[config.mk]
export PLATFORM = sky130hd
export DESIGN_NAME = sspl_linker
export DESIGN_NICKNAME = d
export VERILOG_FILES = /design/src/rtl/sspl_pkg.sv /design/src/rtl/sspl_select_reg.sv /design/src/rtl/sspl_tms_seq.sv /design/src/rtl/sspl_route.sv /design/src/rtl/sspl_linker.sv
export SDC_FILE = /design/constraint.sdc
export NUM_CORES = 1
export LEC_CHECK = 0
export CELL_PAD_IN_SITES_DETAIL_PLACEMENT = 1
export CELL_PAD_IN_SITES_GLOBAL_PLACEMENT = 2
export CORE_ASPECT_RATIO = 0.8
export CORE_MARGIN = 2
export CORE_UTILIZATION = 30
export DETAILED_ROUTE_END_ITERATION = 16
export PLACE_DENSITY = 0.88
export SETUP_SLACK_MARGIN = 0.3
export SYNTH_ARGS = -nofsm -noshare
export SYNTH_HDL_FRONTEND = slang
export SYNTH_SLANG_ARGS = --single-unit
[constraint.sdc]
create_clock -name clk_i -period 2.1 [get_ports clk_i]
set_input_delay 0.315 -clock clk_i [delete_from_list [all_inputs] [get_ports clk_i]]
set_output_delay 0.315 -clock clk_i [all_outputs]
set_load 0.02 [all_outputs]
[src/rtl/sspl_pkg.sv]
package sspl_pkg;
  localparam int FIELD_W = 2;

  typedef enum logic [3:0] {
    ST_TLR    = 4'd0,
    ST_RTI    = 4'd1,
    ST_SEL_DR = 4'd2,
    ST_CAP_DR = 4'd3,
    ST_SH_DR  = 4'd4,
    ST_EX1_DR = 4'd5,
    ST_PS_DR  = 4'd6,
    ST_EX2_DR = 4'd7,
    ST_UPD_DR = 4'd8,
    ST_SEL_IR = 4'd9,
    ST_CAP_IR = 4'd10,
    ST_SH_IR  = 4'd11,
    ST_EX1_IR = 4'd12,
    ST_PS_IR  = 4'd13,
    ST_EX2_IR = 4'd14,
    ST_UPD_IR = 4'd15
  } tap_state_e;
endpackage

[src/rtl/sspl_select_reg.sv]
module sspl_select_reg #(
  parameter int SEL_W = 8
) (
  input  logic             clk_i,
  input  logic             rst_ni,
  input  logic             shift_i,
  input  logic             upd_i,
  input  logic             tlr_i,
  input  logic             si_i,
  output logic [SEL_W-1:0] sh_o,
  output logic [SEL_W-1:0] sel_o,
  output logic             so_o
);
  logic [SEL_W-1:0] sh_q, sel_q;

  always_ff @(posedge clk_i or negedge rst_ni) begin
    if (!rst_ni)      sh_q <= '0;
    else if (shift_i) sh_q <= {si_i, sh_q[SEL_W-1:1]};
  end

  // commit on the falling edge so the downstream config switches mid-cycle
  always_ff @(negedge clk_i or negedge rst_ni) begin
    if (!rst_ni)    sel_q <= '0;
    else if (tlr_i) sel_q <= '0;
    else if (upd_i) sel_q <= sh_q;
  end

  assign sh_o  = sh_q;
  assign sel_o = sel_q;
  assign so_o  = sh_q[0];
endmodule

[src/rtl/sspl_tms_seq.sv]
module sspl_tms_seq import sspl_pkg::*; #(
  parameter int N_CHAIN = 4,
  localparam int SEL_W  = N_CHAIN * FIELD_W
) (
  input  logic               clk_i,
  input  logic               rst_ni,
  input  logic               upd_i,
  input  logic               tlr_i,
  input  logic               rti_i,
  input  logic [SEL_W-1:0]   nv_i,
  input  logic               tms_i,
  output logic [N_CHAIN-1:0] dtms_o
);
  logic [N_CHAIN-1:0] follow_q, pend_q, lvl_q;
  logic [N_CHAIN-1:0] follow_d, pend_d, lvl_d;

  always_comb begin
    follow_d = follow_q;
    pend_d   = pend_q;
    lvl_d    = lvl_q;
    if (tlr_i) begin
      follow_d = '0;
      pend_d   = '0;
      lvl_d    = '1;
    end else if (upd_i) begin
      for (int i = 0; i < N_CHAIN; i++) begin
        if (!nv_i[FIELD_W*i+1]) begin
          follow_d[i] = 1'b0;
          pend_d[i]   = 1'b0;
          lvl_d[i]    = ~nv_i[FIELD_W*i];
        end else if (!follow_q[i]) begin
          // judged on pre-update followers
          if (|follow_q) begin
            follow_d[i] = 1'b1;
            pend_d[i]   = 1'b0;
          end else begin
            pend_d[i] = 1'b1;
            lvl_d[i]  = 1'b0;
          end
        end
      end
    end else if (rti_i) begin
      follow_d = follow_q | pend_q;
      pend_d   = '0;
    end
  end

  always_ff @(negedge clk_i or negedge rst_ni) begin
    if (!rst_ni) begin
      follow_q <= '0;
      pend_q   <= '0;
      lvl_q    <= '1;
    end else begin
      follow_q <= follow_d;
      pend_q   <= pend_d;
      lvl_q    <= lvl_d;
    end
  end

  for (genvar i = 0; i < N_CHAIN; i++) begin : g_mux
    assign dtms_o[i] = follow_q[i] ? tms_i : lvl_q[i];
  end
endmodule

[src/rtl/sspl_route.sv]
module sspl_route #(
  parameter int N_CHAIN = 4
) (
  input  logic               clk_i,
  input  logic               rst_ni,
  input  logic               tdi_i,
  input  logic [N_CHAIN-1:0] dtdi_i,
  input  logic [N_CHAIN-1:0] sel_mask_i,
  output logic [N_CHAIN-1:0] dtdo_o,
  output logic               chain_o
);
  logic [N_CHAIN:0] link;

  assign link[0] = tdi_i;

  for (genvar i = 0; i < N_CHAIN; i++) begin : g_hop
    assign link[i+1] = sel_mask_i[i] ? dtdi_i[i] : link[i];

    always_ff @(posedge clk_i or negedge rst_ni) begin
      if (!rst_ni) dtdo_o[i] <= 1'b0;
      else         dtdo_o[i] <= link[i];
    end
  end

  assign chain_o = link[N_CHAIN];
endmodule

[src/rtl/sspl_linker.sv]
module sspl_linker import sspl_pkg::*; #(
  parameter int N_CHAIN = 4
) (
  input  logic               clk_i,
  input  logic               rst_ni,
  input  logic [3:0]         tap_state_i,
  input  logic               sel_en_i,
  input  logic               tms_i,
  input  logic               tdi_i,
  input  logic               out_dis_i,
  input  logic [N_CHAIN-1:0] dtdi_i,
  output logic               dtck_o,
  output logic               dtck_oe_o,
  output logic [N_CHAIN-1:0] dtms_o,
  output logic [N_CHAIN-1:0] dtms_oe_o,
  output logic [N_CHAIN-1:0] dtdo_o,
  output logic [N_CHAIN-1:0] dtdo_oe_o,
  output logic               chain_o,
  output logic               sel_so_o
);
  localparam int SEL_W = N_CHAIN * FIELD_W;

  tap_state_e         st;
  logic               shift_any, sel_shift, sel_upd, tlr, rti;
  logic [SEL_W-1:0]   sel_sh, sel_q;
  logic [N_CHAIN-1:0] sel_mask;

  assign st        = tap_state_e'(tap_state_i);
  assign shift_any = (st == ST_SH_DR) || (st == ST_SH_IR);
  assign sel_shift = sel_en_i && (st == ST_SH_DR);
  assign sel_upd   = sel_en_i && (st == ST_UPD_DR);
  assign tlr       = (st == ST_TLR);
  assign rti       = (st == ST_RTI);

  for (genvar i = 0; i < N_CHAIN; i++) begin : g_mask
    assign sel_mask[i] = sel_q[FIELD_W*i+1];
  end

  sspl_select_reg #(.SEL_W(SEL_W)) u_sel (
    .clk_i  (clk_i),
    .rst_ni (rst_ni),
    .shift_i(sel_shift),
    .upd_i  (sel_upd),
    .tlr_i  (tlr),
    .si_i   (chain_o),
    .sh_o   (sel_sh),
    .sel_o  (sel_q),
    .so_o   (sel_so_o)
  );

  sspl_tms_seq #(.N_CHAIN(N_CHAIN)) u_tms (
    .clk_i  (clk_i),
    .rst_ni (rst_ni),
    .upd_i  (sel_upd),
    .tlr_i  (tlr),
    .rti_i  (rti),
    .nv_i   (sel_sh),
    .tms_i  (tms_i),
    .dtms_o (dtms_o)
  );

  sspl_route #(.N_CHAIN(N_CHAIN)) u_route (
    .clk_i     (clk_i),
    .rst_ni    (rst_ni),
    .tdi_i     (tdi_i),
    .dtdi_i    (dtdi_i),
    .sel_mask_i(sel_mask),
    .dtdo_o    (dtdo_o),
    .chain_o   (chain_o)
  );

  assign dtck_o    = clk_i;
  assign dtck_oe_o = ~out_dis_i;
  assign dtms_oe_o = {N_CHAIN{~out_dis_i}};
  assign dtdo_oe_o = sel_mask & {N_CHAIN{shift_any & ~out_dis_i}};
endmodule

==> impl_metrics.yaml, run 1 <==
detailed_routing:
  wl_per_cell_um: 19.7
  wirelength_um: 5550
  ant_nets: 0
  vias_per_cell: 5.05
  drc: 0
  drt_iter0_drc: 94
  vias: 1424
  first_pass_iters: 4
worst_setup_path:
  r2r-end: "u_sel.sh_o[7]"
  crit_path_end_kind: "primary output"
  critPathArrivalTime_ns: 2.74
  r2r_start: "u_sel.sel_o[1]"
  worstSetupPathType: "flop to primary output"
  cp-start-kind: "flop"
  r2r_cells: 6
  r2r_slack_ns: -0.62
  worst-path-max-fanout: 2
  required_ns: 1.78
floorplan:
  ioPinCount: 34
  die_x_um: 81.5
  num_rows: 22
  dieArea_sq_um: 5370
  core-area_sq_um: 4600
  start_util_pct: 31.3
  fp.dieH_um: 66.0
logic_synthesis:
  synth_top_family_by_area: "simple AND/OR/NAND/NOR gates"
  synth_mux_area_share_pct: 11.2
  synth.distinct_cells: 35
  synth_fp_nets: 154
  synth-edff-count: 0
  syn_area_sq_um: 1440
  synthFlopType: "dfrtp_1"
  synthSimpleGateAreaFrac_pct: 18.4
  syn_inst: 140
  synth_warnings: 0
  synth_compound_area_share_pct: 14.2
  synth.ff_latch_count: 28
  synth_area_leaders: "dfrtn_1 (21%), dfrtp_1 (21%), dfstp_2 (7.3%)"
  synth.most_common_cell: "nand2_1"
  yosysSeqAreaShare_pct: 49.0
  netlist_top_cells_count: "nand2_1 (22), dfrtn_1 (12), dfrtp_1 (12)"
  synthArstFlopShare_pct: 100
  synth_top_area_share_pct: 20.9
  synth_xor_xnor_area_share_pct: 0
  avgSynthCellArea_sq_um: 10.3
  yosys.area.top_type: "dfrtn_1"
  synth_adder_area_share_pct: 0
global_route:
  grt_remaining_overflow: 0
  grt_pass1_vias: 1613
  grt_pass1_wl_um: 8060
  grt_use_total_pct: 20.7
  grt_antenna_before_repair: 0
  grt_start_max_net_pins: 17
timing:
  setup_violations: 14
  tightestPinTransition_ns: 0.453
  rsz0062_at_grt: "true"
  slew_violations: 0
  hold-worst-slack_ns: 0.408
  slew_headroom_pct: 69.7
  finalHoldViolations: 0
  skew_ns: 0.103
  final.setup.worst_slack_ns: -0.950
  setup_tns_ns: -6.37
power_and_ir_drop:
  power_w: 0.00179
  p_leak_nw: 1.27
  ir_worst_vdd_v: 0.000346
  powerDensity_nw_per_um2: 669
cells_and_area:
  syn_to_final_growth_pct: 85.6
  drive_gt1_share_pct: 60.4
  antenna_cells: 0
  nets: 237
hold_path:
  min_path_type: "primary input to flop"
  min_to: "u_route.dtdo_o[0]"
  hold_path.startpoint: "tdi_i"
  hold_depth: 1
clock_tree:
  ctsHoldBuffers: 0
  clk_latency_ns: 0.49
  path_clk_slew_ns: 0.09
  cts_tree: "built"
run_status:
  violations: "negative setup slack"
  status: "finished with violations"
placed_design:
  port_buffers: 33
  place_congestion: 0.847
  dp_hpwl_um: 3310
flow_run:
  max_cap_viol_count: 0
how the worst max path moves through the flow:
stage	from	slack (ns)	to	cells past startpoint
finish	u_sel.sel_o[1]	-0.95	chain_o	5
detailed placement	u_sel.sel_o[1]	-0.93	chain_o	4
CTS	u_sel.sel_o[1]	-0.93	chain_o	5
global route	u_sel.sel_o[1]	-1.02	chain_o	5
floorplan	u_sel.sel_o[1]	-0.46	u_sel.sh_o[7]	4
global placement	u_sel.sel_o[1]	-0.91	chain_o	4
worst max-delay path, cell delays in order, from the launching register on:
cell and delay [ns]:
dfrtn_1 0.43, mux2_4 0.31, o211ai_1 0.19, buf_4 0.16, a21oi_4 0.05, buf_6 0.13
where the power goes:
part           leakage (nW)  internal (W)  switching [W]
Sequential            0.357      0.000610      0.0000714
Clock                0.0728      0.000281       0.000266
Combinational         0.838      0.000306       0.000252
per-stage QoR:
| step | utilization, % | std cells | cell area [sq um] | setup slack (ns) |
|---|---|---|---|---|
| 2_1_floorplan | - | 140 | 1600 | -0.458 |
| 3_3_place_gp | 47.1 | 251 | 2170 | -0.912 |
| 3_5_place_dp | 47.1 | 251 | 2170 | -0.927 |
| 4_1_cts | 54.4 | 275 | 2500 | -0.929 |
| 5_1_grt | 58.1 | 282 | 2670 | -1.02 |
| 6_report | 58.1 | 282 | 2670 | -0.950 |
registers in the layout, summed over array words and instances, names as in the netlist:
name,cells
u_sel.sel_o,4
u_tms.lvl_q,4
u_tms.follow_q,4
u_tms.pend_q,4
u_sel.sh_o,8
u_route.dtdo_o,4
kinds of logic after synthesis:
logic type / count (synthesis)
simple gates: 49
buf+inv: 20
compound gates: 31
flops: 28
mux: 12
layout by cell type, fill, tap and decap left out, drive strengths merged, types with 2 or more instances in the layout:
master         instances
a211o                  4
a211oi                 5
a21oi                 11
a32o                   2
and2                   4
buf                   65
clkbuf                 7
clkdlybuf4s50         13
dfrtn                 12
dfrtp                 12
dfstp                  4
dlygate4sd2            2
dlymetal6s2s           3
inv                   11
mux2                  12
nand2                 22
nand3                  3
nor2b                  2
nor3                   9
o21ai                  4
or3b                   2
final cells by class:
class	instances	area, sq um
fill	487	1920
multi-input combinational	93	917
timing repair buffer	83	841
sequential	28	708
clock buffer	7	87.6
tap	60	75.1
inverter	6	22.5
clock inverter	5	21.3
routing by layer:
| metal | up-vias | part of all wire (%) | track usage, % |
|---|---|---|---|
| met5 | - | 0 | 0 |
| met4 | 0 | 1.5 | 10.4 |
| met3 | 10 | 3.1 | 3.83 |
| met2 | 32 | 52 | 36.0 |
| met1 | 731 | 43 | 24.3 |
| li1 | 651 | - | - |
timing repair:
item	CTS	global route
setup buffers	13	6
pin swaps	12	9
hold endpoints to repair	0	0
gates cloned	1	1
setup endpoints to repair	41	32
resized for setup	111	33
Note: power is estimated with default switching activity, not from simulation.
==> inputs of run 2 (changes only) <==
Settings changed: GPL_ROUTABILITY_DRIVEN set to 0.
==> results of run 2 <==
Final layout, timing and power as in run 1 (identical DEF).
==> inputs of run 3 (changes only) <==
Settings changed: CORE_UTILIZATION 30 to 27, PLACE_DENSITY 0.88 to 0.84, SETUP_SLACK_MARGIN 0.3 to 0.5.
Clock period 2.1 ns to 2.55 ns, I/O delays scaled along.
==> run 3 against run 2 <==
The flow still finishes with violations (negative setup slack). Flip-flop and latch count did not move. Via count fell by 0.70%. Global-route usage fell by 2.2 points. Register-to-register slack improved by 0.17 ns. Non-clock buffer count fell by 10. Setup slack improved by 0.17 ns. Design area fell by 4.8%. Count of clock-buffer cells in the layout did not move. Worst hold slack got worse by 0.057 ns. Clock skew fell by 0.026 ns. Combinational power fell by 22%. Die area rose by 10%. Critical endpoint unchanged. Largest cell class unchanged. Highest routed layer unchanged.
==> impl_metrics.yaml, run 3 (synthesized netlist as in run 1, its figures left out) <==
worst_setup_path:
  required_ns: 2.17
  crit_path_top_delay_cell: "dfrtn_1"
  cp_top_family: "flip-flops"
  crit_path_end_kind: "primary output"
  slowest_delay_ns: 0.44
  cp_num_buf_inv: 1
  r2r_slack_ns: -0.45
  crit_chain: "mux2_4 -> o211ai_1 -> a21oi_2 -> buf_2"
  r2r_start: "u_sel.sel_o[1]"
  worstSetupPathType: "flop to primary output"
  worst-path-max-fanout: 2
  critPathArrivalTime_ns: 2.95
  r2r_cells: 6
  cp-start-kind: "flop"
  r2r-end: "u_sel.sh_o[7]"
cells_and_area:
  drive_gt1_share_pct: 57.1
  antenna_cells: 0
  nFillCells: 546
  syn_to_final_growth_pct: 76.7
  postLayoutCoreUtil_pct: 50.2
  mostFrequentLayoutCells: "buf_6 (25), buf_4 (23), clkdlybuf4s50_1 (18)"
  largest_reg_flops: 8
  nets: 227
  mostFrequentLayoutCell: "buf_6"
clock_tree:
  path_clk_slew_ns: 0.10
  cts_tree: "built"
  clk_latency_ns: 0.46
  ctsHoldBuffers: 0
detailed_routing:
  drt_iter0_drc: 67
  vias_per_cell: 5.16
  drc: 0
  wirelength_um: 5270
  wl_per_cell_um: 19.2
  ant_nets: 0
  first_pass_iters: 4
  vias: 1414
hold_path:
  min_path_type: "primary input to asynchronous set/reset pin"
power_and_ir_drop:
  power_w: 0.00142
  powerDensity_nw_per_um2: 559
  p_leak_nw: 1.12
  ir_worst_vdd_v: 0.000429
timing:
  finalHoldViolations: 0
  slew_headroom_pct: 60.3
  hold-worst-slack_ns: 0.351
  rsz0062_at_grt: "true"
  slew_violations: 0
  skew_ns: 0.0770
  tightestPinTransition_ns: 0.596
  setup_violations: 11
  setup_tns_ns: -4.11
  final.setup.worst_slack_ns: -0.779
global_route:
  grt_use_total_pct: 18.5
  grt_antenna_before_repair: 0
  grt_start_max_net_pins: 29
  grt_pass1_vias: 1629
  grt_remaining_overflow: 0
  grt_pass1_wl_um: 8560
placed_design:
  port_buffers: 33
  dp_hpwl_um: 3330
  place_ws_ns: -0.762
floorplan:
  core-area_sq_um: 5060
  die_x_um: 85.7
  ioPinCount: 34
  fp.dieH_um: 69.3
  start_util_pct: 28.4
  dieArea_sq_um: 5940
  num_rows: 23
run_status:
  status: "finished with violations"
  violations: "negative setup slack"
flow_run:
  max_cap_viol_count: 0
-- run 3: cell types whose count changed in the layout (fill, tap and decap cells not counted), sizes merged --
cell,delta
buf,-10
clkdlybuf4s50,+5
dlymetal6s2s,-3
dlygate4sd2,-2
clkinv,+1
inv,-1
-- run 3: metrics by stage --
stage | cell area, sq um | cells
CTS | 2460 | 272
floorplan | 1600 | 140
global route | 2540 | 274
finish | 2540 | 274
global placement | 2100 | 247
detailed placement | 2100 | 247
-- run 3: worst max-delay path by stage --
stage | startpoint | endpoint | slack (ns) | cells past startpoint
3_3_place_gp | u_sel.sel_o[1] | chain_o | -0.71 | 4
3_5_place_dp | u_sel.sel_o[1] | chain_o | -0.76 | 4
5_1_grt | u_sel.sel_o[1] | chain_o | -0.86 | 4
4_1_cts | u_sel.sel_o[1] | chain_o | -0.78 | 4
6_report | u_sel.sel_o[1] | chain_o | -0.78 | 4
2_1_floorplan | u_sel.sel_o[1] | u_sel.sh_o[7] | -0.23 | 4
-- run 3: repair_timing --
action | 4_1_cts | 5_1_grt
cloned | 1 | 0
pin swaps | 12 | 5
gates resized for setup | 114 | 18
setup buffers | 14 | 2
setup endpoints to repair | 30 | 29
-- run 3: metal layers --
| metal | wire, um | part of all wire (%) | global-route usage [%] | up-vias |
|---|---|---|---|---|
| li1 | - | - | - | 633 |
| met1 | 2220 | 42 | 22.2 | 739 |
| met2 | 2830 | 54 | 32.6 | 37 |
| met3 | 177 | 3.4 | 3.69 | 5 |
| met4 | 47 | 0.89 | 6.70 | 0 |
| met5 | 0 | 0 | 0 | - |
-- run 3: power by group --
part / total, W / leakage (nW) / switching (W) / internal [W]
clock network: 0.000432 / 0.0723 / 0.000203 / 0.000228
logic: 0.000433 / 0.696 / 0.000201 / 0.000232
registers: 0.000557 / 0.357 / 0.0000547 / 0.000503
-- run 3: final cells by class --
class                   instances  area, sq um  area share (%)
flip-flops and latches         28          708            27.8
inverters                       6         22.5           0.885
clock inverters                 5         20.0           0.787
well taps                      62         77.6            3.05
clock buffers                   7         87.6            3.44
repair buffers                 73          732            28.8
multi-input cells              93          897            35.3
